### src/rtl/acq_pkg.sv
package acq_pkg;
  typedef enum logic {
    ST_SEARCH = 1'b0,
    ST_LOCKED = 1'b1
  } acq_state_e;
endpackage

### src/rtl/acq_pn_gen.sv
module acq_pn_gen #(
  parameter int          W    = 7,
  parameter logic [W-1:0] TAPS = 7'b1100000,
  parameter logic [W-1:0] SEED = '1
) (
  input  logic clk_i,
  input  logic rst_ni,
  input  logic step_i,
  output logic chip_o
);
  logic [W-1:0] s_q;

  function automatic logic [W-1:0] adv(input logic [W-1:0] s);
    return {s[W-2:0], ^(s & TAPS)};
  endfunction

  always_ff @(posedge clk_i or negedge rst_ni) begin
    if (!rst_ni)     s_q <= SEED;
    else if (step_i) s_q <= adv(adv(s_q));  // slip one chip
    else             s_q <= adv(s_q);
  end

  assign chip_o = s_q[W-1];

  p_state_nonzero_r2: assert property (@(posedge clk_i) disable iff (!rst_ni) s_q != '0);
endmodule

### src/rtl/acq_correlator.sv
module acq_correlator #(
  parameter int SAMPLE_W = 8,
  parameter int CNT_W    = 7,
  parameter int ACC_W    = 16,
  parameter int ENERGY_W = 32
) (
  input  logic                       clk_i,
  input  logic                       rst_ni,
  input  logic signed [SAMPLE_W-1:0] sample_i,
  input  logic                       chip_i,
  input  logic [ENERGY_W-1:0]        threshold_i,
  output logic                       last_o,
  output logic                       hit_o
);
  localparam int LEN = (1 << CNT_W) - 1;

  logic [CNT_W-1:0]        cnt_q;
  logic signed [ACC_W-1:0] acc_q, ext, term, sum;
  logic signed [ENERGY_W-1:0] sq;
  logic [ENERGY_W-1:0]     energy;

  assign last_o = (cnt_q == CNT_W'(LEN - 1));
  assign ext    = ACC_W'(sample_i);
  assign term   = chip_i ? ext : -ext;
  assign sum    = acc_q + term;
  assign sq     = ENERGY_W'(sum) * ENERGY_W'(sum);
  assign energy = unsigned'(sq);
  assign hit_o  = energy > threshold_i;

  always_ff @(posedge clk_i or negedge rst_ni) begin
    if (!rst_ni) begin
      cnt_q <= '0;
      acc_q <= '0;
    end else if (last_o) begin
      cnt_q <= '0;
      acc_q <= '0;
    end else begin
      cnt_q <= cnt_q + CNT_W'(1);
      acc_q <= sum;
    end
  end

  p_cnt_range_r3: assert property (@(posedge clk_i) disable iff (!rst_ni) cnt_q < CNT_W'(LEN));
  p_energy_sign_r3: assert property (@(posedge clk_i) disable iff (!rst_ni) !sq[ENERGY_W-1]);
endmodule

### src/rtl/acq_ctrl.sv
module acq_ctrl
  import acq_pkg::*;
#(
  parameter int CNT_W   = 7,
  parameter int REACQ_W = 16,
  parameter int SWEEP_W = 8
) (
  input  logic               clk_i,
  input  logic               rst_ni,
  input  logic               last_i,
  input  logic               hit_i,
  input  logic               loss_i,
  input  logic [REACQ_W-1:0] reacq_i,
  output logic               step_o,
  output logic               lock_o,
  output logic [CNT_W-1:0]   phase_o,
  output logic [SWEEP_W-1:0] sweep_o
);
  localparam int LEN = (1 << CNT_W) - 1;

  acq_state_e         state_q;
  logic               skip_q;
  logic [CNT_W-1:0]   phase_q;
  logic [SWEEP_W-1:0] sweep_q;
  logic [REACQ_W-1:0] rcnt_q;
  logic               phase_end, reacq_due;

  assign phase_end = (phase_q == CNT_W'(LEN - 1));
  assign reacq_due = (reacq_i != '0) && (rcnt_q == reacq_i - REACQ_W'(1));
  assign step_o    = (state_q == ST_SEARCH) && last_i && !skip_q && !hit_i;

  always_ff @(posedge clk_i or negedge rst_ni) begin
    if (!rst_ni) begin
      state_q <= ST_SEARCH;
      skip_q  <= 1'b0;
      phase_q <= '0;
      sweep_q <= '0;
      rcnt_q  <= '0;
    end else begin
      case (state_q)
        ST_SEARCH: if (last_i) begin
          if (skip_q) skip_q <= 1'b0;  // partial dwell after loss
          else if (hit_i) begin
            state_q <= ST_LOCKED;
            rcnt_q  <= '0;
          end else begin
            phase_q <= phase_end ? '0 : phase_q + CNT_W'(1);
            if (phase_end) sweep_q <= sweep_q + SWEEP_W'(1);
          end
        end
        ST_LOCKED: begin
          if (loss_i) begin
            state_q <= ST_SEARCH;
            skip_q  <= !last_i;
          end else if (last_i) begin
            if (reacq_due) begin
              state_q <= ST_SEARCH;
              rcnt_q  <= '0;
            end else begin
              rcnt_q <= rcnt_q + REACQ_W'(1);
            end
          end
        end
        default: state_q <= ST_SEARCH;
      endcase
    end
  end

  assign lock_o  = (state_q == ST_LOCKED);
  assign phase_o = phase_q;
  assign sweep_o = sweep_q;

  p_phase_range_r6: assert property (@(posedge clk_i) disable iff (!rst_ni) phase_q < CNT_W'(LEN));
  p_wrap_sweep_r6: assert property (@(posedge clk_i) disable iff (!rst_ni)
    (step_o && phase_end) |=> (phase_q == '0) && (sweep_q == $past(sweep_q) + SWEEP_W'(1)));
  p_lock_hold_r5: assert property (@(posedge clk_i) disable iff (!rst_ni)
    (state_q == ST_LOCKED) |=> $stable(phase_q) && $stable(sweep_q));
  p_hit_locks_r3: assert property (@(posedge clk_i) disable iff (!rst_ni)
    (state_q == ST_SEARCH && last_i && !skip_q && hit_i) |=> lock_o);
  p_loss_drop_r7: assert property (@(posedge clk_i) disable iff (!rst_ni)
    (state_q == ST_LOCKED && loss_i) |=> !lock_o);
  p_search_loss_r8: assert property (@(posedge clk_i) disable iff (!rst_ni)
    (state_q == ST_SEARCH && loss_i && !last_i) |=> !lock_o && $stable(phase_q));
  p_no_step_locked_r5: assert property (@(posedge clk_i) disable iff (!rst_ni)
    step_o |-> !lock_o);
endmodule

### src/rtl/acq_serial_search.sv
module acq_serial_search #(
  parameter int SAMPLE_W = 8,
  parameter int LFSR_W   = 7,
  parameter int REACQ_W  = 16,
  parameter int SWEEP_W  = 8,
  parameter int ACC_W    = SAMPLE_W + LFSR_W + 1,
  parameter int ENERGY_W = 2 * ACC_W
) (
  input  logic                       clk_i,
  input  logic                       rst_ni,
  input  logic signed [SAMPLE_W-1:0] sample_i,
  input  logic [ENERGY_W-1:0]        threshold_i,
  input  logic [REACQ_W-1:0]         reacq_periods_i,
  input  logic                       loss_i,
  output logic                       chip_o,
  output logic                       lock_o,
  output logic [LFSR_W-1:0]          phase_o,
  output logic [SWEEP_W-1:0]         sweep_cnt_o
);
  logic step, last, hit, chip;

  acq_pn_gen #(.W(LFSR_W)) u_pn (
    .clk_i (clk_i), .rst_ni(rst_ni), .step_i(step), .chip_o(chip)
  );

  acq_correlator #(
    .SAMPLE_W(SAMPLE_W), .CNT_W(LFSR_W), .ACC_W(ACC_W), .ENERGY_W(ENERGY_W)
  ) u_corr (
    .clk_i (clk_i), .rst_ni(rst_ni), .sample_i(sample_i), .chip_i(chip),
    .threshold_i(threshold_i), .last_o(last), .hit_o(hit)
  );

  acq_ctrl #(.CNT_W(LFSR_W), .REACQ_W(REACQ_W), .SWEEP_W(SWEEP_W)) u_ctrl (
    .clk_i (clk_i), .rst_ni(rst_ni), .last_i(last), .hit_i(hit), .loss_i(loss_i),
    .reacq_i(reacq_periods_i), .step_o(step), .lock_o(lock_o),
    .phase_o(phase_o), .sweep_o(sweep_cnt_o)
  );

  assign chip_o = chip;
endmodule

### config.mk
export PLATFORM = sky130hd
export DESIGN_NAME = acq_serial_search
export DESIGN_NICKNAME = d
export VERILOG_FILES = /design/src/rtl/acq_pkg.sv /design/src/rtl/acq_pn_gen.sv /design/src/rtl/acq_correlator.sv /design/src/rtl/acq_ctrl.sv /design/src/rtl/acq_serial_search.sv
export SDC_FILE = /design/constraint.sdc
export NUM_CORES = 1
export LEC_CHECK = 0
export ABC_AREA = 1
export ABC_CLOCK_PERIOD_IN_PS = 11400
export BUFFER_PORTS_ARGS = -buffer_cell sky130_fd_sc_hd__buf_2
export CAP_MARGIN = 20
export CORE_MARGIN = 3
export CORE_UTILIZATION = 55
export DETAILED_ROUTE_END_ITERATION = 8
export PLACE_DENSITY = 0.73
export SYNTH_ARGS = -nofsm -noshare
export SYNTH_HDL_FRONTEND = slang
export SYNTH_SLANG_ARGS = --single-unit
export TNS_END_PERCENT = 50
### constraint.sdc
create_clock -name clk_i -period 11.4 [get_ports clk_i]
set_input_delay 1.14 -clock clk_i [delete_from_list [all_inputs] [get_ports clk_i]]
set_output_delay 1.14 -clock clk_i [all_outputs]
set_load 0.05 [all_outputs]
Yosys cells after proc, flatten, opt, wreduce, memory -nomap -nowiden:

Index checks and enable logic that the tools add are counted.

* add/sub/neg operators: 7
* multiply operators: 1
* $lt $le $gt $ge: 1
* equality and inequality tests: 9
* mux-type cells: 22
* bitwise logic cells: 3
* reductions and logical operators: 14

Operator list (number)
* $mux 16: 8
* $gt 32x32->1: 1
* $mul 16x16->32: 1
* $pmux 16 s2: 1
* $mux 7: 3
* $add 16x1->16 const B: 1
* $add 16x16->16: 1
* $eq 16x16->1: 1
* $neg 8->16: 1
* $reduce_bool 16->1: 1
* $sub 16x1->16 const B: 1
* $add 7x1->7 const B: 2
* $eq 7x7->1 const B: 2
* $reduce_xor 7->1: 2
* $reduce_and 5->1: 2
* $add 8x1->8 const B: 1
* $mux 1: 8
* $ne 2x1->1 const B: 3
* $ne 2x2->1 const B: 3
* $logic_and 1x1->1: 4
* $pmux 1 s2: 2
* $reduce_and 4->1: 1
* $logic_not 1->1: 3
* $not 1->1: 3
* $reduce_and 2->1: 1

* bits in registers: 63
* input bits: 59
* output and inout bits: 17
* word-level logic and storage cells: 65

Longest topological paths before layout:

* depth in word-level cells: 9
* gate-level depth with buffers: 56
* gate-level depth less buffers: 55

Cells and area by module:

A second synthesis with hierarchy kept.

* cell total of the unflattened synthesis: 2002
* area total of the unflattened synthesis: 15060.7 µm²

Modules (own cells, without submodules)
* acq_correlator: times used 1, cells an instance 1573, area each 12094.1 µm², seq. area each 575.6 µm²
* acq_ctrl: times used 1, cells an instance 394, area each 2646.3 µm², seq. area each 825.8 µm²
* acq_pn_gen: times used 1, cells an instance 35, area each 320.3 µm², seq. area each 183.9 µm²

Worst setup path before layout:

OpenSTA, ideal clock, no wires.

* kind: input -> register
* from: in sample_i[0]
* to: reg u_ctrl.sweep_q[1], in the netlist u_ctrl.sweep_o[1]
* setup time: 120 ps
* arrival: 9704 ps
* required time: 11280 ps
* setup slack: 1576 ps
* stages: 47
* buffers on the path: 1
* cell sequence: inv_1 -> ha_1 -> nor3b_1 -> nand2_1 -> o21ai_0 -> a21oi_1 -> ha_1 -> a21o_1 -> o21bai_1 -> a21oi_1 -> nand3_1 -> nand2_4 -> inv_4 -> buf_6 -> nor2_4 -> inv_1 -> fa_1 -> inv_1 -> (+11 left out) -> nand4_1 -> nand3_1 -> a21o_1 -> nand2_1 -> nand3_1 -> nand2_1 -> ha_1 -> nand2_1 -> nor2_1 -> nand4_1 -> nor2_1 -> nand4_1 -> nand2_1 -> nand2_1 -> nor2_1 -> nand2_1 -> nand2_1 -> nand2_1

* longest elaborated chain between the ends: 7

Ends and longest elaborated chain
* start, declared: RTL line acq_serial_search.sv:11 `input logic signed [SAMPLE_W-1:0] sample_i,`
* $neg 8->16: RTL line acq_correlator.sv:24 `assign term = chip_i ? ext : -ext;`
* $mux 16 *: RTL line acq_correlator.sv:24
* $add 16x16->16 *: RTL line acq_correlator.sv:25 `assign sum = acc_q + term;`
* $mul 16x16->32 *: RTL line acq_correlator.sv:26 `assign sq = ENERGY_W'(sum) * ENERGY_W'(sum);`
* $gt 32x32->1 *: RTL line acq_correlator.sv:28 `assign hit_o = energy > threshold_i;`
* $not 1->1 (no line) *
* $reduce_and 5->1 (no line) *
* end signal, assigned: RTL line acq_ctrl.sv:48 `if (phase_end) sweep_q <= sweep_q + SWEEP_W'(1);`
* end, declared: RTL line acq_ctrl.sv:24 `logic [SWEEP_W-1:0] sweep_q;`

Every way passes the cells marked *; elsewhere a longest branch is shown, timed or not.
A chain may end at the register's enable or synchronous reset.

Worst setup path after layout:

* from: in sample_i[0]
* to: reg u_ctrl.sweep_q[2], in the netlist u_ctrl.sweep_o[2]

The elaborated chain is that of the path after synthesis.

==> run metrics <==
die height 168 µm; synth top area cells fa_1 33%, ha_1 12%, inv_1 12%; die area 28300 µm²; CP Max Fanout 24; Yosys top cell area share 0.331; CP Launch Type input port; Synth Area in XOR/XNOR 0.0512; largest family of logic cells by synthesized area adder cells; Distinct cells, synth 52; HP Class flop to flop; Post-Syn Area 14500 µm²; share of cells above drive strength 1 0.0901; Crit Path Class input port to flop; largest area contributor in the netlist fa_1; cells after synthesis 1833; 1st-pass router iterations 6; outcome finished clean; total global-route track usage 0.243; Required @ worst endpoint 11.61 ns; core box area 25500 µm²; area share of fa/ha/maj cells after synthesis 0.451; slowest stage delay, CP 0.73 ns; drt drc 0; Final Hold Viols 0; Routed WL per cell 14.8 µm; Setup Skew 0.00781 ns; FP Rows 58; Max Cap Viol 0; CTS tree done; Worst-path clk slew 0.05 ns; fraction of registers with async set/reset 1.00; largest net degree at the start of global routing 64; Primary FF master, synth dfrtp_1; minimum clock period 10.66 ns; R2R Setup Slk 1.52 ns; vias 11900; CTS Buf Count 9; final cell count without fillers 2262; worst slew pin tran 0.934 ns; placed wire-length estimate 28600 µm; DR iter-0 viols 732; max-slew violations 0; synth warn 0; first-pass GRT wire length 56500 µm; Via density 5.25; maximum achievable frequency 93.8 MHz; Setup crit end kind flop; period utilisation layout 0.935; Post-synth EDFFs 0; Diodes inserted 0; Post-Synth Simple-Gate Area 0.196; post-synthesis compound-gate area fraction 0.0611; setup violators final 0; grt ovf 0; Die W 168 µm; antenna violations before repair 0; post-synthesis sequential area ratio 0.110; initial core utilization 0.567; final wirelength 33500 µm; Nets 2364; Clock Sinks 63; synthesis-stage register bit count 63; Antenna Violating Nets Remaining 0; mux share of post-synthesis cell area 0; Max stage delay cell, worst path fa_2; Mapped Avg Cell Area 7.89 µm²; Routability Congestion 0.936; area grow syn2layout 8.51%; H-tree levels 3; CP arrival 10.87 ns; I/O pin count 76; worst-skew pair later-pin latency 0.33 ns; Top cell by count, worst path nand2_1; vias in the first global route 12100; Final Util 0.616; Synthesized Nets 2270; fill count 2295; placed cell count 2243; relative slew slack 0.376; CTS root buf clkbuf_16; maximum root-to-sink buffer count 2; # port buffers 75
-- worst max-delay path: cells and delay by family --
family                     cells  cell delay, ns
AOI/OAI and AO/OA              9            1.77
and+or+nand+nor               20            2.53
adders and majority gates     10            4.45
buffers and inverters          8            0.82
xor gates and xnor gates       1            0.15
-- Yosys cell counts (10+ instances only) --
library cell and n:
a21oi_1 70, buf_2 10, dfrtp_1 56, fa_1 239, ha_1 139, inv_1 460, nand2_1 324, nand3_1 57
nand4_1 31, nor2_1 199, nor3_1 21, o21ai_0 46, xnor2_1 32, xor2_1 40
-- final cells by class --
cell class,instances,area [µm²],area share
Sequential cell,63,1590,0.101
Clock buffer,12,246,0.0157
Tap cell,330,413,0.0263
Clock inverter,4,22.5,0.00144
Timing Repair Buffer,105,613,0.0391
Multi-Input combinational cell,1278,11000,0.704
Inverter,470,1770,0.113
-- path summary, 6_finish.rpt --
check / from / endpoint / cells past startpoint
min: u_pn.s_q[0] / u_pn.s_q[2] / 2
min reg2reg: u_pn.s_q[0] / u_pn.s_q[2] / 2
max reg2reg: u_pn.s_q[6] / u_ctrl.sweep_o[2] / 44
min in group asynchronous: rst_ni / u_corr.cnt_q[3] / 2
max: sample_i[0] / u_ctrl.sweep_o[2] / 48
max in group asynchronous: rst_ni / u_corr.acc_q[13] / 2
-- repair_timing --
action | in CTS | in global routing
setup buffers | 0 | 1
setup endpoints to repair | 0 | 39
hold buffers | 0 | 0
gates resized for setup | 0 | 12
endpoints found under the hold margin | 0 | 0
-- registers in the layout, summed over array words and instances (netlist names) --
register and cells:
u_corr.acc_q 16, u_ctrl.rcnt_q 16, u_ctrl.skip_q 1, u_pn.s_q 7, u_ctrl.sweep_o 8, u_ctrl.lock_o 1
u_corr.cnt_q 7, u_ctrl.phase_o 7
-- layer usage --
layer | vias up | wire (µm) | GRT usage
met5 | - | 0 | 0
met4 | 0 | 638 | 0.0473
met3 | 45 | 1750 | 0.0350
met2 | 310 | 16800 | 0.423
met1 | 5828 | 14300 | 0.329
li1 | 5696 | - | -
-- placed cells by master, fill, tap and decap left out, types with 3 or more instances in the layout --
cell	instances
dfstp_2	7
a21o_1	7
nor2_4	6
nor3_1	20
a21oi_1	69
clkinv_2	3
nand2_2	5
ha_1	139
xor2_1	40
nand3_1	56
inv_2	8
o211ai_1	5
nor3b_1	5
o21ai_0	45
xor2_2	4
a31oi_1	5
fa_1	238
o21bai_1	8
buf_4	29
nand3b_1	5
nand4_1	31
dfrtp_1	56
nand2_1	322
xnor2_1	32
buf_2	75
nor2_1	199
nor2_2	4
inv_1	460
clkbuf_16	9
-- cell families after synthesis --
logic type,count (synthesis)
simple gates,666
buf+inv,493
xor+xnor,78
flops,63
compound gates,155
fa+ha+maj,378
-- per-stage QoR --
step           cell area [µm²]  setup TNS, ns  hold slack (ns)  setup slack [ns]
2_1_floorplan            14500              0            0.444              1.58
3_3_place_gp             15300              0            0.452             0.254
3_5_place_dp             15300          -2.23            0.457            -0.191
4_1_cts                  15600              0            0.465             0.107
5_1_grt                  15700        -0.0336            0.483           -0.0254
6_report                 15700              0            0.461             0.743
Power is left out: the tool's default activity adds up to more than one toggle a clock period on the data nets, which glitch-free logic cannot reach.
